File: src/rtl/gpio_port_pkg.sv
package gpio_port_pkg;
    localparam int unsigned ADDR_W = 3;
    localparam logic [ADDR_W-1:0] ADR_CTRL_A = 3'd0;
    localparam logic [ADDR_W-1:0] ADR_DATA_A = 3'd1;
    localparam logic [ADDR_W-1:0] ADR_CTRL_B = 3'd2;
    localparam logic [ADDR_W-1:0] ADR_DATA_B = 3'd3;
    localparam logic [ADDR_W-1:0] ADR_ICFG   = 3'd4;
    localparam int unsigned N_PORTS = 2;
endpackage

File: src/rtl/gpio_ctrl_unpack.sv
module gpio_ctrl_unpack #(
    parameter int unsigned PINS = 16
) (
    input  logic [2*PINS-1:0] ctrl_i,
    output logic [PINS-1:0]   dir_o,
    output logic [PINS-1:0]   pull_o
);
    for (genvar n = 0; n < PINS; n++) begin : g_pin
        assign dir_o[n]  = ctrl_i[2*n];
        assign pull_o[n] = ctrl_i[2*n+1];
    end
endmodule

File: src/rtl/gpio_line_resolve.sv
module gpio_line_resolve #(
    parameter int unsigned PINS = 16
) (
    input  logic [PINS-1:0] cpu_dir_i,
    input  logic [PINS-1:0] cpu_dat_i,
    input  logic [PINS-1:0] per_dir_i,
    input  logic [PINS-1:0] per_dat_i,
    input  logic [PINS-1:0] pull_i,
    output logic [PINS-1:0] lines_o
);
    logic [PINS-1:0] floating;
    assign floating = ~(cpu_dir_i | per_dir_i);
    assign lines_o  = (cpu_dir_i & cpu_dat_i) | (per_dir_i & per_dat_i) | (floating & pull_i);
endmodule

File: src/rtl/gpio_listener_table.sv
module gpio_listener_table #(
    parameter int unsigned SLOTS = 4,
    parameter int unsigned MASKW = 32,
    localparam int unsigned SW = (SLOTS > 1) ? $clog2(SLOTS) : 1
) (
    input  logic                        clk,
    input  logic                        rst_n,
    input  logic                        req_i,
    input  logic [MASKW-1:0]            mask_i,
    output logic                        grant_o,
    output logic [SW-1:0]               slot_o,
    output logic [SLOTS-1:0]            used_o,
    output logic [SLOTS-1:0][MASKW-1:0] mask_o
);
    typedef struct packed {
        logic [SLOTS-1:0]            used;
        logic [SLOTS-1:0][MASKW-1:0] mask;
    } tbl_t;

    tbl_t            st_d, st_q;
    logic            found;
    logic [SW-1:0]   free_idx;

    always_comb begin
        st_d     = st_q;
        found    = 1'b0;
        free_idx = '0;
        for (int k = SLOTS - 1; k >= 0; k--) begin
            if (!st_q.used[k]) begin
                found    = 1'b1;
                free_idx = SW'(k);
            end
        end
        if (req_i && found) begin
            st_d.used[free_idx] = 1'b1;
            st_d.mask[free_idx] = mask_i;
        end
    end

    always_ff @(posedge clk) begin
        if (!rst_n) st_q <= '0;
        else        st_q <= st_d;
    end

    assign grant_o = req_i && found;
    assign slot_o  = free_idx;
    assign used_o  = st_q.used;
    assign mask_o  = st_q.mask;
endmodule

File: src/rtl/dualport_gpio.sv
module dualport_gpio
    import gpio_port_pkg::*;
#(
    parameter int unsigned PINS      = 16,
    parameter int unsigned LISTENERS = 4,
    localparam int unsigned CW = 2 * PINS,
    localparam int unsigned LW = (LISTENERS > 1) ? $clog2(LISTENERS) : 1
) (
    input  logic                 clk,
    input  logic                 rst_n,
    input  logic                 cpu_we,
    input  logic [ADDR_W-1:0]    cpu_addr,
    input  logic [CW-1:0]        cpu_wdata,
    output logic [CW-1:0]        cpu_rdata,
    input  logic                 per_we,
    input  logic                 per_sel,
    input  logic [PINS-1:0]      per_dir,
    input  logic [PINS-1:0]      per_data,
    input  logic                 reg_req,
    input  logic [CW-1:0]        reg_mask,
    output logic                 reg_grant,
    output logic [LW-1:0]        reg_slot,
    output logic [CW-1:0]        lines_o,
    output logic [LISTENERS-1:0] notify_o,
    output logic [CW-1:0]        notify_lines_o,
    output logic                 cfg_err_o
);
    typedef struct packed {
        logic [N_PORTS-1:0][CW-1:0]   ctrl;
        logic [N_PORTS-1:0][PINS-1:0] dat;
        logic [N_PORTS-1:0][PINS-1:0] pdir;
        logic [N_PORTS-1:0][PINS-1:0] pdat;
        logic [PINS-1:0]              icfg;
        logic                         err;
        logic [LISTENERS-1:0]         ntf;
        logic [CW-1:0]                nlines;
    } st_t;

    st_t st_d, st_q;

    logic [N_PORTS-1:0][CW-1:0]   ctrl_d;
    logic [N_PORTS-1:0][PINS-1:0] dat_d, pdir_d, pdat_d;
    logic [N_PORTS-1:0][PINS-1:0] lines_cur, lines_nxt;
    logic [LISTENERS-1:0]            slot_used;
    logic [LISTENERS-1:0][CW-1:0]    slot_mask;

    logic port_hit;
    logic wport;

    assign port_hit = cpu_we && (cpu_addr == ADR_CTRL_A || cpu_addr == ADR_DATA_A ||
                                 cpu_addr == ADR_CTRL_B || cpu_addr == ADR_DATA_B);
    assign wport    = (cpu_addr == ADR_CTRL_B) || (cpu_addr == ADR_DATA_B);

    // next values of the per-port registers
    always_comb begin
        ctrl_d = st_q.ctrl;
        dat_d  = st_q.dat;
        pdir_d = st_q.pdir;
        pdat_d = st_q.pdat;
        if (cpu_we) begin
            case (cpu_addr)
                ADR_CTRL_A: ctrl_d[0] = cpu_wdata;
                ADR_DATA_A: dat_d[0]  = cpu_wdata[PINS-1:0];
                ADR_CTRL_B: ctrl_d[1] = cpu_wdata;
                ADR_DATA_B: dat_d[1]  = cpu_wdata[PINS-1:0];
                default: ;
            endcase
        end
        if (per_we) begin
            pdir_d[per_sel] = per_dir;
            pdat_d[per_sel] = per_data;
        end
    end

    for (genvar p = 0; p < N_PORTS; p++) begin : g_port
        logic [PINS-1:0] dir_c, pull_c, dir_n, pull_n;
        logic [PINS-1:0] lc, ln;

        gpio_ctrl_unpack #(.PINS(PINS)) u_unp_cur (
            .ctrl_i(st_q.ctrl[p]), .dir_o(dir_c), .pull_o(pull_c));
        gpio_ctrl_unpack #(.PINS(PINS)) u_unp_nxt (
            .ctrl_i(ctrl_d[p]), .dir_o(dir_n), .pull_o(pull_n));

        gpio_line_resolve #(.PINS(PINS)) u_res_cur (
            .cpu_dir_i(dir_c), .cpu_dat_i(st_q.dat[p]),
            .per_dir_i(st_q.pdir[p]), .per_dat_i(st_q.pdat[p]),
            .pull_i(pull_c), .lines_o(lc));
        gpio_line_resolve #(.PINS(PINS)) u_res_nxt (
            .cpu_dir_i(dir_n), .cpu_dat_i(dat_d[p]),
            .per_dir_i(pdir_d[p]), .per_dat_i(pdat_d[p]),
            .pull_i(pull_n), .lines_o(ln));

        assign lines_cur[p] = lc;
        assign lines_nxt[p] = ln;
    end

    gpio_listener_table #(.SLOTS(LISTENERS), .MASKW(CW)) u_tbl (
        .clk(clk), .rst_n(rst_n), .req_i(reg_req), .mask_i(reg_mask),
        .grant_o(reg_grant), .slot_o(reg_slot),
        .used_o(slot_used), .mask_o(slot_mask));

    always_comb begin
        logic [PINS-1:0] changed;
        logic [PINS-1:0] half;
        st_d        = st_q;
        st_d.ctrl   = ctrl_d;
        st_d.dat    = dat_d;
        st_d.pdir   = pdir_d;
        st_d.pdat   = pdat_d;
        st_d.ntf    = '0;
        changed     = lines_cur[wport] ^ lines_nxt[wport];
        for (int k = 0; k < LISTENERS; k++) begin
            half = wport ? slot_mask[k][CW-1:PINS] : slot_mask[k][PINS-1:0];
            st_d.ntf[k] = port_hit && slot_used[k] && (|(half & changed));
        end
        if (port_hit) st_d.nlines = {lines_nxt[1], lines_nxt[0]};
        if (cpu_we && cpu_addr == ADR_ICFG) begin
            st_d.icfg = cpu_wdata[PINS-1:0];
            if (|cpu_wdata[PINS-1:0]) st_d.err = 1'b1;
        end
    end

    always_ff @(posedge clk) begin
        if (!rst_n) st_q <= '0;
        else        st_q <= st_d;
    end

    always_comb begin
        case (cpu_addr)
            ADR_CTRL_A: cpu_rdata = st_q.ctrl[0];
            ADR_DATA_A: cpu_rdata = {{(CW-PINS){1'b0}}, lines_cur[0]};
            ADR_CTRL_B: cpu_rdata = st_q.ctrl[1];
            ADR_DATA_B: cpu_rdata = {{(CW-PINS){1'b0}}, lines_cur[1]};
            ADR_ICFG:   cpu_rdata = {{(CW-PINS){1'b0}}, st_q.icfg};
            default:    cpu_rdata = '0;
        endcase
    end

    assign lines_o        = {lines_cur[1], lines_cur[0]};
    assign notify_o       = st_q.ntf;
    assign notify_lines_o = st_q.nlines;
    assign cfg_err_o      = st_q.err;
endmodule

File: config.mk
export PLATFORM = sky130hd
export DESIGN_NAME = dualport_gpio
export DESIGN_NICKNAME = d
export VERILOG_FILES = /design/src/rtl/gpio_port_pkg.sv /design/src/rtl/gpio_ctrl_unpack.sv /design/src/rtl/gpio_line_resolve.sv /design/src/rtl/gpio_listener_table.sv /design/src/rtl/dualport_gpio.sv
export SDC_FILE = /design/constraint.sdc
export NUM_CORES = 1
export LEC_CHECK = 0
export BUFFER_PORTS_ARGS = -buffer_cell sky130_fd_sc_hd__buf_2
export CAP_MARGIN = 20
export CORE_MARGIN = 5
export CORE_UTILIZATION = 59
export DETAILED_ROUTE_END_ITERATION = 16
export PLACE_DENSITY = 0.91
export SKIP_LAST_GASP = 1
export SYNTH_ARGS = -nofsm -noshare
export SYNTH_HDL_FRONTEND = slang
export SYNTH_SLANG_ARGS = --single-unit
File: constraint.sdc
create_clock -name clk -period 3.85 [get_ports clk]
set_input_delay 0.1925 -clock clk [delete_from_list [all_inputs] [get_ports clk]]
set_output_delay 0.1925 -clock clk [all_outputs]
set_load 0.02 [all_outputs]
; ---- Word level (Yosys, flattened, before mapping)
; Index checks and enable logic that the tools add are counted.
[totals]
out_inout_bits = 104
word_cells = 118
register_bits = 345
[classes]
eq_ne = 4
bitwise = 34
n_mux = 34
n_lt_le_gt_ge = 5
reduce_logical = 24
[op_table]
columns = operator, count
row1 = 16-bit bitwise AND, 16
row2 = 32-bit 2-to-1 mux, 6
row3 = 16-bit OR, 12
row4 = 16-bit 2-to-1 mux, 11
row5 = 32-bit case mux with 5 select lines, 1
row6 = 128-bit bitwise mux, 1
row7 = 16-bit OR reduction, 5
row8 = 32-bit bitwise mux, 2
row9 = 32-bit demux with 2-bit select, 1
row10 = 64-bit 2-to-1 mux, 1
row11 = 16-bit inverter, 4
row12 = 16-bit demux with 1-bit select, 1
row13 = 16-bit bitwise XOR, 1
row14 = 1-bit logical AND, 13
row15 = 2-bit 2-to-1 mux, 4
row16 = "3-bit by 2-bit equality test with 1-bit output, second input constant", 2
row17 = 1-bit 2-to-1 mux, 5
row18 = 1-bit logical OR, 4
row19 = "1-bit by 2-bit less-than comparator with 1-bit output, second input constant", 2
row20 = 4-bit OR, 1
row21 = "3-bit by 1-bit equality test with 1-bit output, second input constant", 1
row22 = "3-bit equality test, second input constant", 1
row23 = 3-bit zero test, 1
row24 = "2-bit by 3-bit less-than comparator with 1-bit output, second input constant", 1
row25 = other kinds (4), 4

; ---- Depth between registers and ports, before layout
[depth]
word_depth = 16
ltp_mapped = 14
mapped_depth_nobuf = 10

; ---- Cells and area by module
; A second synthesis with hierarchy kept.
[unflattened]
hier_cells = 1907
hier_area_um2 = 17498.0
[modules_own_cells]
columns = mod, cells_each, instances, area_per_inst_um2
row1 = dualport_gpio, 1104, 1, 10550.1
row2 = gpio_listener_table, 547, 1, 4865.9
row3 = gpio_line_resolve, 32, 4, 280.3
row4 = gpio_ctrl_unpack, 32, 4, 240.2

; ---- Least setup slack after synthesis
; Ideal clock, no wire load.
[synth_path]
kind = input -> register
start = input port cpu_addr[0]
end = register st_q, in the netlist notify_o[3]
stages = 11
setup_ns = 0.118
setup_slack_ns = 1.100
t_required_ns = 3.732
t_arrival_ns = 2.633
path_cell_list = buf_6 nor4b_4 buf_6 mux2_1 o221ai_1 xnor2_1 o22ai_1 a221o_1 a2111oi_2 nand4_1 o2111a_1
[synth_between]
elab_chain_cells = 13
[synth_rtl]
columns = item, line
row1 = "start, declared", dualport_gpio.sv:12  ; input logic [ADDR_W-1:0] cpu_addr,
row2 = 3-bit by 2-bit equality test with 1-bit output or 3-bit zero test (tied branches), -
row3 = 32-bit 2-to-1 mux, dualport_gpio.sv:61  ; case (cpu_addr)
row4 = 64-bit 2-to-1 mux, dualport_gpio.sv:60  ; if (cpu_we) begin
row5 = 16-bit OR, gpio_line_resolve.sv:12  ; assign floating = ~(cpu_dir_i | per_dir_i);
row6 = 16-bit inverter, gpio_line_resolve.sv:12
row7 = 16-bit bitwise AND, gpio_line_resolve.sv:13  ; assign lines_o = (cpu_dir_i & cpu_dat_i) | (per_dir_i & per_dat_i) | (floating & pull_i);
row8 = 16-bit OR, gpio_line_resolve.sv:13
row9 = 16-bit 2-to-1 mux (implied by the code) (2 in a row), dualport_gpio.sv:111  ; changed = lines_cur[wport] ^ lines_nxt[wport];
row10 = 16-bit bitwise XOR, dualport_gpio.sv:111
row11 = 16-bit bitwise AND, dualport_gpio.sv:114  ; st_d.ntf[k] = port_hit && slot_used[k] && (|(half & changed));
row12 = 16-bit OR reduction, dualport_gpio.sv:114
row13 = 1-bit logical AND *, dualport_gpio.sv:114
row14 = "end signal, assigned", dualport_gpio.sv:125  ; else st_q <= st_d;
row15 = "end, declared", dualport_gpio.sv:39  ; st_t st_d, st_q;
; Every way passes the cells marked *; elsewhere a longest branch is shown, timed or not. The select of a mux whose other input is x is not followed.
; A chain may end at the register's enable or synchronous reset.

; ---- Worst setup path after layout
[layout_path]
start = input port cpu_addr[2]
end = register st_q, in the netlist notify_o[1]
; Same word-level chain as after synthesis.

==> flow_metrics.env <==
export IMPL_cts_sinks=345
export IMPL_clock_skew_final_ns=0.0229
export IMPL_wire_per_inst_um=23.2
export IMPL_rsz0062_at_grt="false"
export IMPL_syn_cell_area_mm2=0.0179
export IMPL_ys_seq_area_frac=0.387
export IMPL_clockBufferDepth=3
export IMPL_syn_inst=2147
export IMPL_setup_viol=0
export IMPL_dp_hpwl_um=44700
export IMPL_fp_dieW_um=184
export IMPL_crit_start="cpu_addr[2]"
export IMPL_port_buffers=208
export IMPL_synth_warning_count=0
export IMPL_n_antenna_cell=0
export IMPL_place_ws_ns=0.438
export IMPL_crit_arrival_ns=3.39
export IMPL_pin_count=209
export IMPL_synth_edf_count=0
export IMPL_endpoint_kind="flop"
export IMPL_syn_nets=2252
export IMPL_clk_pin_slew_worst_paths_ns=0.06
export IMPL_synthArstFlopShare=0
export IMPL_r2r_end="notify_o[2]"
export IMPL_grt_pass1_vias=17200
export IMPL_endpoint="notify_o[1]"
export IMPL_cts_hold_fix_buffers=64
export IMPL_grt_pass1_wl_um=96600
export IMPL_drt_initial_drc_count=2467
export IMPL_worst_skew_pair_late_latency_ns=0.54
export IMPL_htreeDepth=2
export IMPL_post_cts_buffers=0
export IMPL_synth_ff_type="dfxtp_1"
export IMPL_detail_route_antenna_nets=0
export IMPL_crit_fanout=36
export IMPL_start_kind="input pin"
export IMPL_status="finished clean"
export IMPL_via_per_inst=6.44
export IMPL_worst_slew_pin_slew_ns=0.998
export IMPL_grt_max_degree=135
export IMPL_dpl_cell_count=2618
export IMPL_period_share=0.776
export IMPL_start_util=0.599
export IMPL_ir_worst_vdd_uv=297
export IMPL_synth_top_area_frac=0.387
export IMPL_worst_slack_ns=0.863
export IMPL_holdCritPathClass="in2reg"
export IMPL_numCtsBuffers=38
export IMPL_gp_congestion=1.04
export IMPL_nNetsFinal=2438
export IMPL_via_count=17700
export IMPL_min_period_ns=2.99
export IMPL_slew_viol_final=0
export IMPL_wl_um=63900
export IMPL_yosysTopAreaCell="dfxtp_1"
export IMPL_power_density_mw_per_mm2=414
export IMPL_synth_commonest_cells="nand2_1 (528), dfxtp_1 (345), a21boi_0 (221)"
export IMPL_die_y_um=184
export IMPL_layout_cells_non_filler=2751
export IMPL_multi_input_area_mm2=0.0100
export IMPL_synth_distinct_cells=85
export IMPL_synth_most_common_cell="nand2_1"
export IMPL_rrSetupSlack_ns=0.98
export IMPL_num_fill_cells=2193
export IMPL_finalHoldViolCount=0
export IMPL_clock_fmax_mhz=335
export IMPL_ff_latch_area_mm2=0.00691
export IMPL_final_setup_tns_ns=0
export IMPL_drive_above_1_share=0.160
export IMPL_grt_antenna_before_repair=0
export IMPL_cts_tree="built"
export IMPL_critPathKind="in2reg"
export IMPL_slew_headroom=0.328
export IMPL_r2r_start="st_q[166]"
export IMPL_cp_required_ns=4.25
export IMPL_maxCapViolations=0
export IMPL_coreArea_mm2=0.0298
export IMPL_clockRootBuffer="clkbuf_16"
export IMPL_track_usage=0.360
export IMPL_drc_errors=0
export IMPL_leakagePower_uw=0.00830
export IMPL_avgSynthCellArea_um2=8.32
export IMPL_die_area_mm2=0.0338
export IMPL_syn_to_final_growth_pct=17.4
export IMPL_cts_resized=0
export IMPL_num_rows=63
export IMPL_r2r_cells=9
export IMPL_grt_overflow_total=0
export IMPL_synthTopCellsByArea="dfxtp_1 (39%), nand2_1 (11%), a21boi_0 (9.3%)"
export IMPL_firstDrtPassIters=8
export IMPL_ys_seq_elements=345
-- where the power goes --
part / internal (uW) / switching (uW) / leakage, uW
sequential: 3690 / 96.5 / 0.00280
clock: 2330 / 1510 / 0.000655
combinational: 392 / 673 / 0.00484
total: 6410 / 2280 / 0.00830
-- metrics by stage --
step                hold WS, ns  utilization  cell area (um2)  total power, uW
floorplan                 0.303            -            17900             4440
global placement          0.448        0.638            19000             4800
detailed placement        0.456        0.638            19000             4820
CTS                    0.000132        0.703            21000             8610
global route             0.0236        0.704            21000             8880
finish                   0.0159        0.704            21000             8690
-- sequential cells by signal, summed over array words and instances (netlist names) --
signal and flops:
cfg_err_o 1, notify_lines_o 32, notify_o 4, st_q 176, u_tbl.mask_o 128, u_tbl.used_o 4
-- layout make-up --
class / count / area share
clock buffers: 58 / 0.0568
clock inverters: 10 / 0.00597
well taps: 390 / 0.0233
repair buffers: 329 / 0.104
flip-flops and latches: 345 / 0.329
inverters: 15 / 0.00269
multi-input cells: 1604 / 0.478
-- logic make-up after synthesis --
family | Yosys count | share of synthesized area
buf+inv | 198 | 0.0551
simple gates | 927 | 0.240
compound gates | 487 | 0.212
flops | 345 | 0.387
mux | 167 | 0.0949
xor+xnor | 23 | 0.0113
-- worst min path at each step --
stage | to | depth (start not counted) | slack, ns | from
finish | st_q[167] | 3 | 0.02 | cpu_wdata[18]
floorplan | u_tbl.used_o[0] | 1 | 0.30 | reg_req
CTS | st_q[171] | 3 | 0.0001 | cpu_wdata[22]
global placement | u_tbl.mask_o[102] | 2 | 0.45 | u_tbl.mask_o[102]
detailed placement | u_tbl.mask_o[43] | 2 | 0.46 | u_tbl.mask_o[43]
global route | u_tbl.mask_o[18] | 3 | 0.02 | reg_mask[18]
-- cells in the final DEF, fill, tap and decap left out, types with 12 or more instances in the layout --
| cell type | Yosys | routed |
|---|---|---|
| mux2i_1 | 157 | 157 |
| nand3_1 | 37 | 37 |
| dfxtp_1 | 345 | 345 |
| nand2b_1 | 45 | 44 |
| and3_1 | 13 | 13 |
| buf_4 | 43 | 51 |
| clkbuf_16 | 0 | 41 |
| nor2b_1 | 94 | 91 |
| a22oi_1 | 27 | 27 |
| nor2_1 | 107 | 103 |
| dlygate4sd3_1 | 0 | 65 |
| and2_1 | 18 | 18 |
| a21boi_0 | 221 | 221 |
| a21oi_1 | 45 | 45 |
| o221ai_1 | 12 | 12 |
| buf_2 | 8 | 207 |
| o21ai_0 | 29 | 29 |
| inv_1 | 14 | 14 |
| o211a_1 | 28 | 28 |
| nand2_1 | 528 | 528 |
| xnor2_1 | 12 | 12 |
| nor3b_1 | 20 | 20 |
-- worst max-delay path, cell delays in order --
cell and delay [ns]:
buf_2 0.15, buf_4 0.24, nor4b_4 0.32, buf_12 0.29, mux2i_1 0.29, o221ai_1 0.16
a21oi_1 0.55, mux2i_1 0.26, nand4_1 0.12, a2111oi_0 0.47, and4_1 0.25, a31oi_1 0.08
-- routing by layer --
metal  part of all wire  GRT usage  vias up
li1                   -          -     7770
met1               0.37      0.459     8292
met3               0.13     0.0884      310
met5                  0          0        -
met4              0.064      0.196        0
met2               0.44      0.563     1340
(Power assumes the default switching activity.)
